## src/rtl/sa2_cache_pkg.sv

```systemverilog
package sa2_cache_pkg;
    localparam int TAG_W  = 3;
    localparam int IDX_W  = 2;
    localparam int OFF_W  = 3;
    localparam int BYTE_W = 8;

    typedef enum logic [1:0] {
        MOP_RD_BLK  = 2'd0,
        MOP_WR_BLK  = 2'd1,
        MOP_WR_BYTE = 2'd2
    } mem_op_e;

    typedef enum logic [2:0] {
        ST_IDLE,
        ST_LOOKUP,
        ST_EVICT,
        ST_FETCH,
        ST_FWD,
        ST_REPLY
    } ctl_state_e;
endpackage

```

## src/rtl/sa2_tag_store.sv

```systemverilog
module sa2_tag_store #(
    parameter int TAG_W = 3,
    parameter int IDX_W = 2
) (
    input  logic                       clk,
    input  logic                       rst,
    input  logic [IDX_W-1:0]           idx,
    input  logic [TAG_W-1:0]           lk_tag,
    output logic [1:0]                 hit_vec,
    output logic                       vict_way,
    output logic                       vict_dirty,
    output logic [1:0][TAG_W-1:0]      way_tag,
    input  logic                       touch_en,
    input  logic                       touch_way,
    input  logic                       fill_en,
    input  logic                       fill_way,
    input  logic [TAG_W-1:0]           fill_tag,
    input  logic                       fill_dirty,
    input  logic                       mark_en,
    input  logic                       mark_way
);
    localparam int SETS = 1 << IDX_W;

    logic [SETS-1:0][1:0] valid_q;
    logic [SETS-1:0][1:0] dirty_q;
    logic [SETS-1:0]      lru_q;
    logic [TAG_W-1:0]     tag_q [SETS][2];

    // parallel compare of both ways
    for (genvar w = 0; w < 2; w++) begin : g_way
        assign way_tag[w] = tag_q[idx][w];
        assign hit_vec[w] = valid_q[idx][w] && (tag_q[idx][w] == lk_tag);
    end

    // invalid way first, else the way the replacement bit names
    always_comb begin
        if (!valid_q[idx][0])      vict_way = 1'b0;
        else if (!valid_q[idx][1]) vict_way = 1'b1;
        else                       vict_way = lru_q[idx];
        vict_dirty = valid_q[idx][vict_way] && dirty_q[idx][vict_way];
    end

    always_ff @(posedge clk) begin
        if (rst) begin
            valid_q <= '0;
            dirty_q <= '0;
            lru_q   <= '0;
        end else begin
            if (fill_en) begin
                valid_q[idx][fill_way] <= 1'b1;
                dirty_q[idx][fill_way] <= fill_dirty;
                lru_q[idx]             <= ~fill_way;
            end else if (touch_en) begin
                lru_q[idx] <= ~touch_way;
                if (mark_en) dirty_q[idx][mark_way] <= 1'b1;
            end
        end
    end

    always_ff @(posedge clk) begin
        if (fill_en) tag_q[idx][fill_way] <= fill_tag;
    end
endmodule

```

## src/rtl/sa2_data_store.sv

```systemverilog
module sa2_data_store #(
    parameter int IDX_W  = 2,
    parameter int OFF_W  = 3,
    parameter int BYTE_W = 8,
    localparam int SETS     = 1 << IDX_W,
    localparam int BLK_BITS = (1 << OFF_W) * BYTE_W
) (
    input  logic                    clk,
    input  logic [IDX_W-1:0]        idx,
    input  logic [OFF_W-1:0]        off,
    input  logic                    way,
    output logic [1:0][BYTE_W-1:0]  rd_byte,
    output logic [BLK_BITS-1:0]     rd_blk,
    input  logic                    wr_byte_en,
    input  logic [BYTE_W-1:0]       wr_byte,
    input  logic                    wr_blk_en,
    input  logic [BLK_BITS-1:0]     wr_blk
);
    logic [BLK_BITS-1:0] blk_q [SETS][2];

    for (genvar w = 0; w < 2; w++) begin : g_rd
        assign rd_byte[w] = blk_q[idx][w][int'(off)*BYTE_W +: BYTE_W];
    end
    assign rd_blk = blk_q[idx][way];

    always_ff @(posedge clk) begin
        if (wr_blk_en)
            blk_q[idx][way] <= wr_blk;
        else if (wr_byte_en)
            blk_q[idx][way][int'(off)*BYTE_W +: BYTE_W] <= wr_byte;
    end
endmodule

```

## src/rtl/sa2_cache_fsm.sv

```systemverilog
module sa2_cache_fsm
    import sa2_cache_pkg::*;
#(
    parameter int TAG_W  = 3,
    parameter int IDX_W  = 2,
    parameter int OFF_W  = 3,
    parameter int BYTE_W = 8,
    localparam int ADDR_W   = TAG_W + IDX_W + OFF_W,
    localparam int BLK_BITS = (1 << OFF_W) * BYTE_W
) (
    input  logic                       clk,
    input  logic                       rst,
    input  logic                       cfg_wb,
    input  logic                       cfg_alloc,
    input  logic                       req_valid,
    input  logic                       req_write,
    input  logic [ADDR_W-1:0]          req_addr,
    input  logic [BYTE_W-1:0]          req_wdata,
    output logic                       busy,
    output logic                       resp_valid,
    output logic                       resp_hit,
    output logic [BYTE_W-1:0]          resp_rdata,
    output logic                       mem_req,
    output logic [1:0]                 mem_op,
    output logic [ADDR_W-1:0]          mem_addr,
    output logic [BLK_BITS-1:0]        mem_wblock,
    output logic [BYTE_W-1:0]          mem_wbyte,
    input  logic                       mem_ready,
    input  logic [BLK_BITS-1:0]        mem_rblock,
    output logic [IDX_W-1:0]           ts_idx,
    output logic [TAG_W-1:0]           ts_tag,
    input  logic [1:0]                 hit_vec,
    input  logic                       vict_way,
    input  logic                       vict_dirty,
    input  logic [1:0][TAG_W-1:0]      way_tag,
    output logic                       touch_en,
    output logic                       touch_way,
    output logic                       fill_en,
    output logic                       fill_way,
    output logic                       fill_dirty,
    output logic                       mark_en,
    output logic                       mark_way,
    output logic [OFF_W-1:0]           ds_off,
    output logic                       ds_way,
    input  logic [1:0][BYTE_W-1:0]     rd_byte,
    input  logic [BLK_BITS-1:0]        rd_blk,
    output logic                       byte_en,
    output logic [BYTE_W-1:0]          byte_data,
    output logic                       blk_en,
    output logic [BLK_BITS-1:0]        blk_data
);
    ctl_state_e           st_q, st_d;
    logic [ADDR_W-1:0]    addr_q;
    logic                 we_q;
    logic [BYTE_W-1:0]    wd_q;
    logic                 way_q;
    logic                 hit_q;

    logic [TAG_W-1:0]     tag_f;
    logic [IDX_W-1:0]     idx_f;
    logic [OFF_W-1:0]     off_f;
    logic                 lk_hit;
    logic                 lk_way;
    logic [BLK_BITS-1:0]  merged;

    assign tag_f  = addr_q[ADDR_W-1 -: TAG_W];
    assign idx_f  = addr_q[OFF_W +: IDX_W];
    assign off_f  = addr_q[OFF_W-1:0];
    assign lk_hit = |hit_vec;
    assign lk_way = hit_vec[1];

    assign ts_idx    = idx_f;
    assign ts_tag    = tag_f;
    assign ds_off    = off_f;
    assign ds_way    = (st_q == ST_LOOKUP) ? lk_way : way_q;
    assign busy      = (st_q != ST_IDLE);
    assign fill_way  = way_q;
    assign fill_dirty = we_q && cfg_wb;
    assign touch_way = lk_way;
    assign mark_way  = lk_way;
    assign byte_data = wd_q;
    assign blk_data  = merged;

    // fetched block with the pending store merged in
    always_comb begin
        merged = mem_rblock;
        if (we_q) merged[int'(off_f)*BYTE_W +: BYTE_W] = wd_q;
    end

    // state register and captured request
    always_ff @(posedge clk) begin
        if (rst) begin
            st_q   <= ST_IDLE;
            addr_q <= '0;
            we_q   <= 1'b0;
            wd_q   <= '0;
            way_q  <= 1'b0;
            hit_q  <= 1'b0;
        end else begin
            st_q <= st_d;
            if (st_q == ST_IDLE && req_valid) begin
                addr_q <= req_addr;
                we_q   <= req_write;
                wd_q   <= req_wdata;
            end
            if (st_q == ST_LOOKUP) begin
                hit_q <= lk_hit;
                way_q <= lk_hit ? lk_way : vict_way;
            end
        end
    end

    // next state
    always_comb begin
        st_d = st_q;
        unique case (st_q)
            ST_IDLE:   if (req_valid) st_d = ST_LOOKUP;
            ST_LOOKUP: begin
                if (lk_hit)
                    st_d = (we_q && !cfg_wb) ? ST_FWD : ST_IDLE;
                else if (we_q && !cfg_alloc)
                    st_d = ST_FWD;
                else
                    st_d = vict_dirty ? ST_EVICT : ST_FETCH;
            end
            ST_EVICT:  if (mem_ready) st_d = ST_FETCH;
            ST_FETCH:  if (mem_ready) st_d = (we_q && !cfg_wb) ? ST_FWD : ST_REPLY;
            ST_FWD:    if (mem_ready) st_d = ST_REPLY;
            ST_REPLY:  st_d = ST_IDLE;
            default:   st_d = ST_IDLE;
        endcase
    end

    // outputs
    always_comb begin
        resp_valid = 1'b0;
        resp_hit   = 1'b0;
        resp_rdata = '0;
        mem_req    = 1'b0;
        mem_op     = MOP_RD_BLK;
        mem_addr   = '0;
        mem_wblock = '0;
        mem_wbyte  = '0;
        touch_en   = 1'b0;
        fill_en    = 1'b0;
        mark_en    = 1'b0;
        byte_en    = 1'b0;
        blk_en     = 1'b0;
        unique case (st_q)
            ST_IDLE: ;
            ST_LOOKUP: begin
                if (lk_hit) begin
                    touch_en = 1'b1;
                    byte_en  = we_q;
                    mark_en  = we_q && cfg_wb;
                    if (!(we_q && !cfg_wb)) begin
                        resp_valid = 1'b1;
                        resp_hit   = 1'b1;
                        resp_rdata = we_q ? '0 : rd_byte[lk_way];
                    end
                end
            end
            ST_EVICT: begin
                mem_req    = 1'b1;
                mem_op     = MOP_WR_BLK;
                mem_addr   = {way_tag[way_q], idx_f, {OFF_W{1'b0}}};
                mem_wblock = rd_blk;
            end
            ST_FETCH: begin
                mem_req  = 1'b1;
                mem_op   = MOP_RD_BLK;
                mem_addr = {tag_f, idx_f, {OFF_W{1'b0}}};
                fill_en  = mem_ready;
                blk_en   = mem_ready;
            end
            ST_FWD: begin
                mem_req   = 1'b1;
                mem_op    = MOP_WR_BYTE;
                mem_addr  = addr_q;
                mem_wbyte = wd_q;
            end
            ST_REPLY: begin
                resp_valid = 1'b1;
                resp_hit   = hit_q;
                resp_rdata = we_q ? '0 : rd_byte[way_q];
            end
            default: ;
        endcase
    end
endmodule

```

## src/rtl/sa2_cache_ctrl.sv

```systemverilog
module sa2_cache_ctrl
    import sa2_cache_pkg::*;
#(
    parameter int TAG_W  = sa2_cache_pkg::TAG_W,
    parameter int IDX_W  = sa2_cache_pkg::IDX_W,
    parameter int OFF_W  = sa2_cache_pkg::OFF_W,
    parameter int BYTE_W = sa2_cache_pkg::BYTE_W,
    localparam int ADDR_W   = TAG_W + IDX_W + OFF_W,
    localparam int BLK_BITS = (1 << OFF_W) * BYTE_W
) (
    input  logic                   clk,
    input  logic                   rst,
    input  logic                   cfg_write_back,
    input  logic                   cfg_write_alloc,
    input  logic                   req_valid,
    input  logic                   req_write,
    input  logic [ADDR_W-1:0]      req_addr,
    input  logic [BYTE_W-1:0]      req_wdata,
    output logic                   busy,
    output logic                   resp_valid,
    output logic                   resp_hit,
    output logic [BYTE_W-1:0]      resp_rdata,
    output logic                   mem_req,
    output logic [1:0]             mem_op,
    output logic [ADDR_W-1:0]      mem_addr,
    output logic [BLK_BITS-1:0]    mem_wblock,
    output logic [BYTE_W-1:0]      mem_wbyte,
    input  logic                   mem_ready,
    input  logic [BLK_BITS-1:0]    mem_rblock
);
    logic [IDX_W-1:0]          ts_idx;
    logic [TAG_W-1:0]          ts_tag;
    logic [1:0]                hit_vec;
    logic                      vict_way, vict_dirty;
    logic [1:0][TAG_W-1:0]     way_tag;
    logic                      touch_en, touch_way;
    logic                      fill_en, fill_way, fill_dirty;
    logic                      mark_en, mark_way;
    logic [OFF_W-1:0]          ds_off;
    logic                      ds_way;
    logic [1:0][BYTE_W-1:0]    rd_byte;
    logic [BLK_BITS-1:0]       rd_blk;
    logic                      byte_en, blk_en;
    logic [BYTE_W-1:0]         byte_data;
    logic [BLK_BITS-1:0]       blk_data;

    sa2_cache_fsm #(.TAG_W(TAG_W), .IDX_W(IDX_W), .OFF_W(OFF_W), .BYTE_W(BYTE_W)) fsm_i (
        .clk(clk), .rst(rst),
        .cfg_wb(cfg_write_back), .cfg_alloc(cfg_write_alloc),
        .req_valid(req_valid), .req_write(req_write),
        .req_addr(req_addr), .req_wdata(req_wdata),
        .busy(busy), .resp_valid(resp_valid), .resp_hit(resp_hit), .resp_rdata(resp_rdata),
        .mem_req(mem_req), .mem_op(mem_op), .mem_addr(mem_addr),
        .mem_wblock(mem_wblock), .mem_wbyte(mem_wbyte),
        .mem_ready(mem_ready), .mem_rblock(mem_rblock),
        .ts_idx(ts_idx), .ts_tag(ts_tag), .hit_vec(hit_vec),
        .vict_way(vict_way), .vict_dirty(vict_dirty), .way_tag(way_tag),
        .touch_en(touch_en), .touch_way(touch_way),
        .fill_en(fill_en), .fill_way(fill_way), .fill_dirty(fill_dirty),
        .mark_en(mark_en), .mark_way(mark_way),
        .ds_off(ds_off), .ds_way(ds_way),
        .rd_byte(rd_byte), .rd_blk(rd_blk),
        .byte_en(byte_en), .byte_data(byte_data),
        .blk_en(blk_en), .blk_data(blk_data)
    );

    sa2_tag_store #(.TAG_W(TAG_W), .IDX_W(IDX_W)) tags_i (
        .clk(clk), .rst(rst), .idx(ts_idx), .lk_tag(ts_tag),
        .hit_vec(hit_vec), .vict_way(vict_way), .vict_dirty(vict_dirty), .way_tag(way_tag),
        .touch_en(touch_en), .touch_way(touch_way),
        .fill_en(fill_en), .fill_way(fill_way), .fill_tag(ts_tag), .fill_dirty(fill_dirty),
        .mark_en(mark_en), .mark_way(mark_way)
    );

    sa2_data_store #(.IDX_W(IDX_W), .OFF_W(OFF_W), .BYTE_W(BYTE_W)) data_i (
        .clk(clk), .idx(ts_idx), .off(ds_off), .way(ds_way),
        .rd_byte(rd_byte), .rd_blk(rd_blk),
        .wr_byte_en(byte_en), .wr_byte(byte_data),
        .wr_blk_en(blk_en), .wr_blk(blk_data)
    );
endmodule

```

## config.mk

```make
export PLATFORM = sky130hd
export DESIGN_NAME = sa2_cache_ctrl
export DESIGN_NICKNAME = d
export VERILOG_FILES = /design/src/rtl/sa2_cache_pkg.sv /design/src/rtl/sa2_tag_store.sv /design/src/rtl/sa2_data_store.sv /design/src/rtl/sa2_cache_fsm.sv /design/src/rtl/sa2_cache_ctrl.sv
export SDC_FILE = /design/constraint.sdc
export NUM_CORES = 1
export LEC_CHECK = 0
export ABC_AREA = 0
export CAP_MARGIN = 20
export CORE_ASPECT_RATIO = 0.7
export CORE_MARGIN = 2
export CORE_UTILIZATION = 30
export CTS_CLUSTER_SIZE = 28
export DETAILED_ROUTE_END_ITERATION = 8
export DONT_BUFFER_PORTS = 1
export GPL_ROUTABILITY_DRIVEN = 0
export PLACE_DENSITY = 0.42
export SLEW_MARGIN = 20
export SYNTH_ARGS = -nofsm -noshare
export SYNTH_HDL_FRONTEND = slang
export SYNTH_SLANG_ARGS = --single-unit
```

## constraint.sdc

```tcl
create_clock -name clk -period 8.4 [get_ports clk]
set_input_delay 0.84 -clock clk [delete_from_list [all_inputs] [get_ports clk]]
set_output_delay 0.84 -clock clk [all_outputs]
set_load 0.01 [all_outputs]
```

* Yosys cells after proc, flatten, opt, wreduce, memory -nomap -nowiden
Memory sizes are Yosys's and may differ from the RTL's. A register that Yosys moved wholly into a read port is not among the register bits.
Cells that the tools add are included.
** Storage, ports and cells
- Bits in writable memories :: 536
- Output and inout port bits :: 94
- Logic and storage cells :: 418
- Input port bits :: 87
- Memories kept :: 2
- Register bits :: 42
** Operators by class
- Equal/unequal tests :: 11
- Reductions and logical operators :: 22
- Mux-type cells :: 218
- Bitwise logic cells :: 134
- $add $sub $neg :: 1
- Shift-type cells :: 4
- $lt $le $gt $ge :: 11
** Memory list
- data_i.blk_q :: depth 4, bits a word 128, rd ports 1, clocked after memory_dff 1, wr ports 1, line sa2_data_store.sv:19 : logic [BLK_BITS-1:0] blk_q [SETS][2];
- tags_i.tag_q :: depth 4, bits a word 6, rd ports 1, clocked after memory_dff 1, wr ports 1, line sa2_tag_store.sv:27 : logic [TAG_W-1:0] tag_q [SETS][2];
** Operators by type and width (count)
- $mux 64 :: 7
- $mux 128 :: 2
- $mux 1 :: 155
- $demux 64 s1 :: 2
- $or 1x1->1 :: 128
- $shiftx 64x7->8 :: 2
- $mux 8 :: 12
- $bwmux 64 :: 1
- $shift 8x33->64 const A :: 1
- $shiftx 8x33->64 :: 1
- $neg 6->33 :: 1
- $mux 3 :: 10
- $pmux 8 s3 :: 1
- $mux 2 :: 8
- $or 8x8->8 :: 2
- $pmux 8 s2 :: 1
- $pmux 3 s5 :: 1
- $logic_and 1x1->1 :: 12
- $bmux 2 s2 :: 2
- $bwmux 4 :: 2
- $bwmux 8 :: 1
- $demux 2 s2 :: 2
- $mux 4 :: 2
- $ne 2x2->1 const B :: 4
- other kinds (27) :: 41

* Longest topological paths before layout
- Depth after elaboration :: 13
- Gate-level depth with buffers :: 13
- Mapped depth without buffers :: 9

* Cells and area by module
A second synthesis with hierarchy kept.
** Second synthesis, totals
- Cell total of the unflattened synthesis :: 1851
- Area total of the unflattened synthesis :: 30251.5 um^2
** Modules (own cells, without submodules)
- sa2_data_store :: area each 25341.8 um^2, instances 1, cells an instance 1330, sequential area each 15374.7 um^2
- sa2_cache_fsm :: area each 2882.8 um^2, instances 1, cells an instance 365, sequential area each 440.4 um^2
- sa2_tag_store :: area each 2026.9 um^2, instances 1, cells an instance 156, sequential area each 1121.1 um^2

* Least setup slack after synthesis
Ideal clock, no wire load.
- Kind :: register -> register
- Start :: register fsm_i.addr_q[2]
- End :: memory data_i.blk_q[0][64] (netlist name) (enable)
- Clock period less this slack :: 3.557 ns
- Setup time :: 0.370 ns
- Setup slack :: 4.843 ns
- Stages on the path, launching flop included :: 13
- Arrival :: 3.187 ns
- Buffers on the path :: 4
- Data required time :: 8.030 ns
- Cell sequence :: dfxtp_1 > clkinv_1 > buf_1 > clkbuf_1 > ha_1 > clkbuf_1 > nor2_1 > nand4_1 > or2_2 > clkbuf_1 > clkinv_1 > a21oi_1 > nor2_1
** Between the ends
- Cells in the longest elaborated chain, start to end :: 6
** Ends and longest elaborated chain
- from (decl) :: line sa2_cache_fsm.sv:53 : logic [ADDR_W-1:0] addr_q;
- from (signal assigned) :: line sa2_cache_fsm.sv:102 : addr_q <= req_addr;
- $neg 6->33 :: line sa2_data_store.sv:30 : blk_q[idx][way][int'(off)*BYTE_W +: BYTE_W] <= wr_byte;
- $shift 8x33->64 :: line sa2_data_store.sv:30
- $mux 64 (implied by the code) :: line sa2_data_store.sv:30
- $demux 64 s1 :: line sa2_data_store.sv:30
- $mux 128 (implied by the code) :: line sa2_data_store.sv:30
- $or 1x1->1 (no source line)
- to (decl) :: line sa2_data_store.sv:19
No other way between the ends.

==> report_table.html <==
<table>
<tr><th>Metric</th><th>Value</th></tr>
<tr><th colspan="2">Yosys</th></tr>
<tr><td>Most used standard cells in the synthesized netlist</td><td>sky130_fd_sc_hd__edfxtp_1 (536), sky130_fd_sc_hd__nand2_1 (296), sky130_fd_sc_hd__mux4_2 (171)</td></tr>
<tr><td>Ys async rst share</td><td>0%</td></tr>
<tr><td>Count of warnings emitted by yosys</td><td>0</td></tr>
<tr><td>Main flop type after synthesis</td><td>sky130_fd_sc_hd__edfxtp_1</td></tr>
<tr><td>Mean area per synthesized cell</td><td>15.4 um2</td></tr>
<tr><td>EDFF count, synth</td><td>536</td></tr>
<tr><td>Most area-hungry cell type in the Yosys netlist</td><td>sky130_fd_sc_hd__edfxtp_1</td></tr>
<tr><td>Count of unique library cells instantiated by Yosys</td><td>54</td></tr>
<tr><td>Register area share after synthesis</td><td>67.0%</td></tr>
<tr><td>Most common cell in the netlist</td><td>sky130_fd_sc_hd__edfxtp_1</td></tr>
<tr><td>Cells taking the most area after synthesis</td><td>sky130_fd_sc_hd__edfxtp_1 (64%), sky130_fd_sc_hd__mux4_2 (15%), sky130_fd_sc_hd__nand2_1 (4.4%)</td></tr>
<tr><td>Number of nets in the synthesized netlist</td><td>1731</td></tr>
<tr><td>Register bit count reported by yosys</td><td>580</td></tr>
<tr><td>Cell area after technology mapping</td><td>25300 um2</td></tr>
<tr><td>Area share of the largest cell type after synthesis</td><td>63.6%</td></tr>
<tr><td>Synthesized netlist cell count</td><td>1642</td></tr>
<tr><th colspan="2">Detailed routing</th></tr>
<tr><td>Vias per cell</td><td>5.39</td></tr>
<tr><td>Count of vias placed by the detailed router</td><td>15111</td></tr>
<tr><td>Residual antenna-violating net count after detailed routing</td><td>0</td></tr>
<tr><td>Average wire per standard cell</td><td>31.4 um</td></tr>
<tr><td>Total detailed-routing wirelength</td><td>88.1 mm</td></tr>
<tr><td>Detailed-routing iteration count for the pre-antenna-repair pass</td><td>6</td></tr>
<tr><td>Post-route DRC</td><td>0</td></tr>
<tr><td>Iteration-0 DRC Markers</td><td>1630</td></tr>
<tr><th colspan="2">Power and ir drop</th></tr>
<tr><td>P_sw</td><td>1.60 mW</td></tr>
<tr><td>Portion of total power attributed to the clock network</td><td>39.6%</td></tr>
<tr><td>Static leakage power</td><td>8.95 nW</td></tr>
<tr><td>Pwr per Cell Area</td><td>226 nW/um2</td></tr>
<tr><td>Worst vdd rail ir drop</td><td>142 uV</td></tr>
<tr><td>Portion of total power attributed to sequential cells</td><td>50.2%</td></tr>
<tr><td>Switching Fraction</td><td>24.9%</td></tr>
<tr><td>Gate power share</td><td>10.3%</td></tr>
<tr><td>Cell internal pwr</td><td>4.82 mW</td></tr>
<tr><th colspan="2">Setup path</th></tr>
<tr><td>Worst Path Arrival</td><td>4.59 ns</td></tr>
<tr><td>Capturing element type of the critical path</td><td>output port</td></tr>
<tr><td>Required @ worst endpoint</td><td>7.56 ns</td></tr>
<tr><td>FF-to-FF setup slack</td><td>3.34 ns</td></tr>
<tr><td>Largest driver fanout on the critical path</td><td>64</td></tr>
<tr><td>Critical path startpoint category</td><td>flip-flop</td></tr>
<tr><td>Kind of critical path</td><td>flip-flop to output port</td></tr>
<tr><th colspan="2">Timing</th></tr>
<tr><td>Actual transition at the worst max-transition pin</td><td>1.08 ns</td></tr>
<tr><td>Number of hold-slack violations in the final timing report</td><td>0</td></tr>
<tr><td>Part of the cycle the worst path needs</td><td>64.7%</td></tr>
<tr><td>Peak clock frequency supported by timing</td><td>184 MHz</td></tr>
<tr><td>RSZ-0062 raised after global routing</td><td>no</td></tr>
<tr><td>Final min period</td><td>5.43 ns</td></tr>
<tr><td>Slew margin rel.</td><td>27.5%</td></tr>
<tr><td>Post-route clock skew</td><td>0.0361 ns</td></tr>
<tr><td>Slew Limit Fails</td><td>0</td></tr>
<tr><td>Sum of negative setup slack</td><td>0 ns</td></tr>
<tr><td>Total setup violations reported at the end of the flow</td><td>0</td></tr>
<tr><th colspan="2">Floorplanning</th></tr>
<tr><td>Die outline width</td><td>351 um</td></tr>
<tr><td>Die height</td><td>247 um</td></tr>
<tr><td>Starting density of the core</td><td>30.2%</td></tr>
<tr><td>Die footprint</td><td>86800 um2</td></tr>
<tr><td>IO Pins</td><td>181</td></tr>
<tr><td>Row cnt</td><td>89</td></tr>
<tr><td>Area of the core region</td><td>84000 um2</td></tr>
<tr><th colspan="2">Clock network</th></tr>
<tr><td>Level count of the clock H-tree</td><td>2</td></tr>
<tr><td>Number of gates resized after cts</td><td>0</td></tr>
<tr><td>Setup Buffers After CTS</td><td>0</td></tr>
<tr><td>CTS sink count</td><td>580</td></tr>
<tr><td>Number of buffers created by CTS</td><td>57</td></tr>
<tr><td>Hold-fix buffers at CTS</td><td>0</td></tr>
<tr><td>Root Driver</td><td>sky130_fd_sc_hd__clkbuf_16</td></tr>
<tr><td>Skew-Pair Late Insertion Delay</td><td>0.65 ns</td></tr>
<tr><td>Clock transition at the registers of the reported paths</td><td>0.06 ns</td></tr>
<tr><td>Maximum root-to-sink buffer count</td><td>3</td></tr>
<tr><td>TritonCTS clock tree</td><td>yes</td></tr>
<tr><th colspan="2">Global route</th></tr>
<tr><td>Overall Global Routing Usage</td><td>20.2%</td></tr>
<tr><td>Pin count of the biggest net entering global routing</td><td>106</td></tr>
<tr><td>Via count of the first global-routing pass</td><td>14947</td></tr>
<tr><td>Total global routing overflow</td><td>0</td></tr>
<tr><td>First-pass GRT wire length</td><td>122 mm</td></tr>
<tr><td>Antenna violations before repair</td><td>8</td></tr>
<tr><th colspan="2">Run</th></tr>
<tr><td>Max-cap violations</td><td>0</td></tr>
<tr><th colspan="2">Final layout</th></tr>
<tr><td>Non-filler cells in the finished layout</td><td>2801</td></tr>
<tr><td>Fraction of layout cells with a size suffix above 1</td><td>19.8%</td></tr>
<tr><td>Number of nets in the finished design</td><td>1707</td></tr>
<tr><td>Layout-stage area growth over the synthesis result</td><td>12.0%</td></tr>
<tr><th colspan="2">Placement</th></tr>
<tr><td>Dpl cells</td><td>2695</td></tr>
<tr><td>Final HPWL DP</td><td>62.9 mm</td></tr>
<tr><td>Port-buffer cells</td><td>0</td></tr>
<tr><th colspan="2">Outcome</th></tr>
<tr><td>Result of the run</td><td>finished, final reports clean</td></tr>
<tr><th colspan="2">Min path</th></tr>
<tr><td>Worst min-delay path category</td><td>input port to flip-flop</td></tr>
</table>
[power by group through the flow]
stage / Sequential, mW / Combinational, mW / Clock, mW
final: 3.22 / 0.661 / 2.54
after detailed placement: 3.28 / 0.657 / 0
after floorplan: 3.24 / 0.433 / 0
after global routing: 3.22 / 0.702 / 2.70
after global placement: 3.28 / 0.653 / 0
after CTS: 3.22 / 0.659 / 2.59
[flip-flops by register name, summed over array words and instances (netlist names), named ones only]
register and count:
data_i.blk_q 512, fsm_i.addr_q 8, fsm_i.byte_data 8, fsm_i.fill_way 1, fsm_i.hit_q 1, fsm_i.st_q 3
fsm_i.we_q 1, tags_i.dirty_q 8, tags_i.lru_q 4, tags_i.tag_q 24, tags_i.valid_q 8
[cell usage in the layout, fill, tap and decap left out, types with 14 or more instances in the layout]
cell type	count
sky130_fd_sc_hd__a21oi_1	98
sky130_fd_sc_hd__o21ai_0	85
sky130_fd_sc_hd__nand2_1	295
sky130_fd_sc_hd__mux2_2	34
sky130_fd_sc_hd__mux4_2	171
sky130_fd_sc_hd__clkbuf_1	14
sky130_fd_sc_hd__edfxtp_1	536
sky130_fd_sc_hd__nor2_1	68
sky130_fd_sc_hd__clkinv_1	16
sky130_fd_sc_hd__o21ai_1	37
sky130_fd_sc_hd__inv_1	17
sky130_fd_sc_hd__dfxtp_1	42
sky130_fd_sc_hd__buf_4	27
sky130_fd_sc_hd__clkbuf_16	60
sky130_fd_sc_hd__mux2i_1	24
[per-layer routing]
| metal | wire, um | GRT usage [%] | part of all wire, % |
|---|---|---|---|
| met1 | 40500 | 30.3 | 46 |
| met3 | 9210 | 6.69 | 10 |
| met5 | 15 | 0 | 0.017 |
| met4 | 1630 | 4.12 | 1.9 |
| met2 | 36700 | 28.2 | 42 |
[final timing paths]
| kind | startpoint | end | depth (start not counted) |
|---|---|---|---|
| worst min-delay path | rst | fsm_i.byte_data[2]$_SDFFE_PP0P_ | 1 |
| worst min register to register | tags_i.lru_q[3]$_SDFFE_PP0P_ | tags_i.lru_q[3]$_SDFFE_PP0P_ | 2 |
| worst max register to register | fsm_i.addr_q[1]$_SDFFE_PP0P_ | data_i.blk_q[1][17]$_DFFE_PP_ | 9 |
| worst max-delay path | flip-flop | mem_wblock[42] | 7 |
[worst max-delay path: stages, from the launching register on]
cell and delay (ns):
sky130_fd_sc_hd__dfxtp_4 0.77, sky130_fd_sc_hd__mux4_2 0.66, sky130_fd_sc_hd__xnor2_2 0.22, sky130_fd_sc_hd__nand4_4 0.33
sky130_fd_sc_hd__o21ai_4 0.23, sky130_fd_sc_hd__buf_4 0.67, sky130_fd_sc_hd__nand2_1 0.10, sky130_fd_sc_hd__a21oi_1 0.88
[cell type report]
| type | instances | area (um2) |
|---|---|---|
| Clock inverter | 26 | 200 |
| Tap cell | 1137 | 1420 |
| Clock buffer | 78 | 1610 |
| Inverter | 19 | 71.3 |
| Sequential cell | 580 | 17000 |
| Antenna cell | 1 | 2.50 |
| Fill cell | 8116 | 55600 |
| Timing Repair Buffer | 29 | 243 |
| Multi-Input combinational cell | 931 | 7840 |
[metrics by stage]
stage	total power [mW]	util [%]	worst slack, ns	hold WS [ns]	cell area [um2]
6_report	6.42	33.8	2.97	0.255	28400
3_5_place_dp	3.94	31.6	3.43	0.459	26500
3_3_place_gp	3.94	31.6	3.43	0.445	26500
2_1_floorplan	3.67	-	4.84	0.435	25300
4_1_cts	6.47	33.8	2.94	0.211	28400
5_1_grt	6.62	33.8	2.71	0.224	28400
[logic make-up (layout without fill, tap and decap cells)]
kind of cell	count (synthesis)	after routing	synth area share [%]
flops	580	580	67.0
simple gates	431	431	7.10
fa+ha+maj	2	2	0.0988
mux	229	229	17.7
compound gates	263	263	5.71
xor+xnor	6	6	0.296
other cells	0	1	0
buf+inv	131	152	2.09
Power figures use the tool's default switching activity.
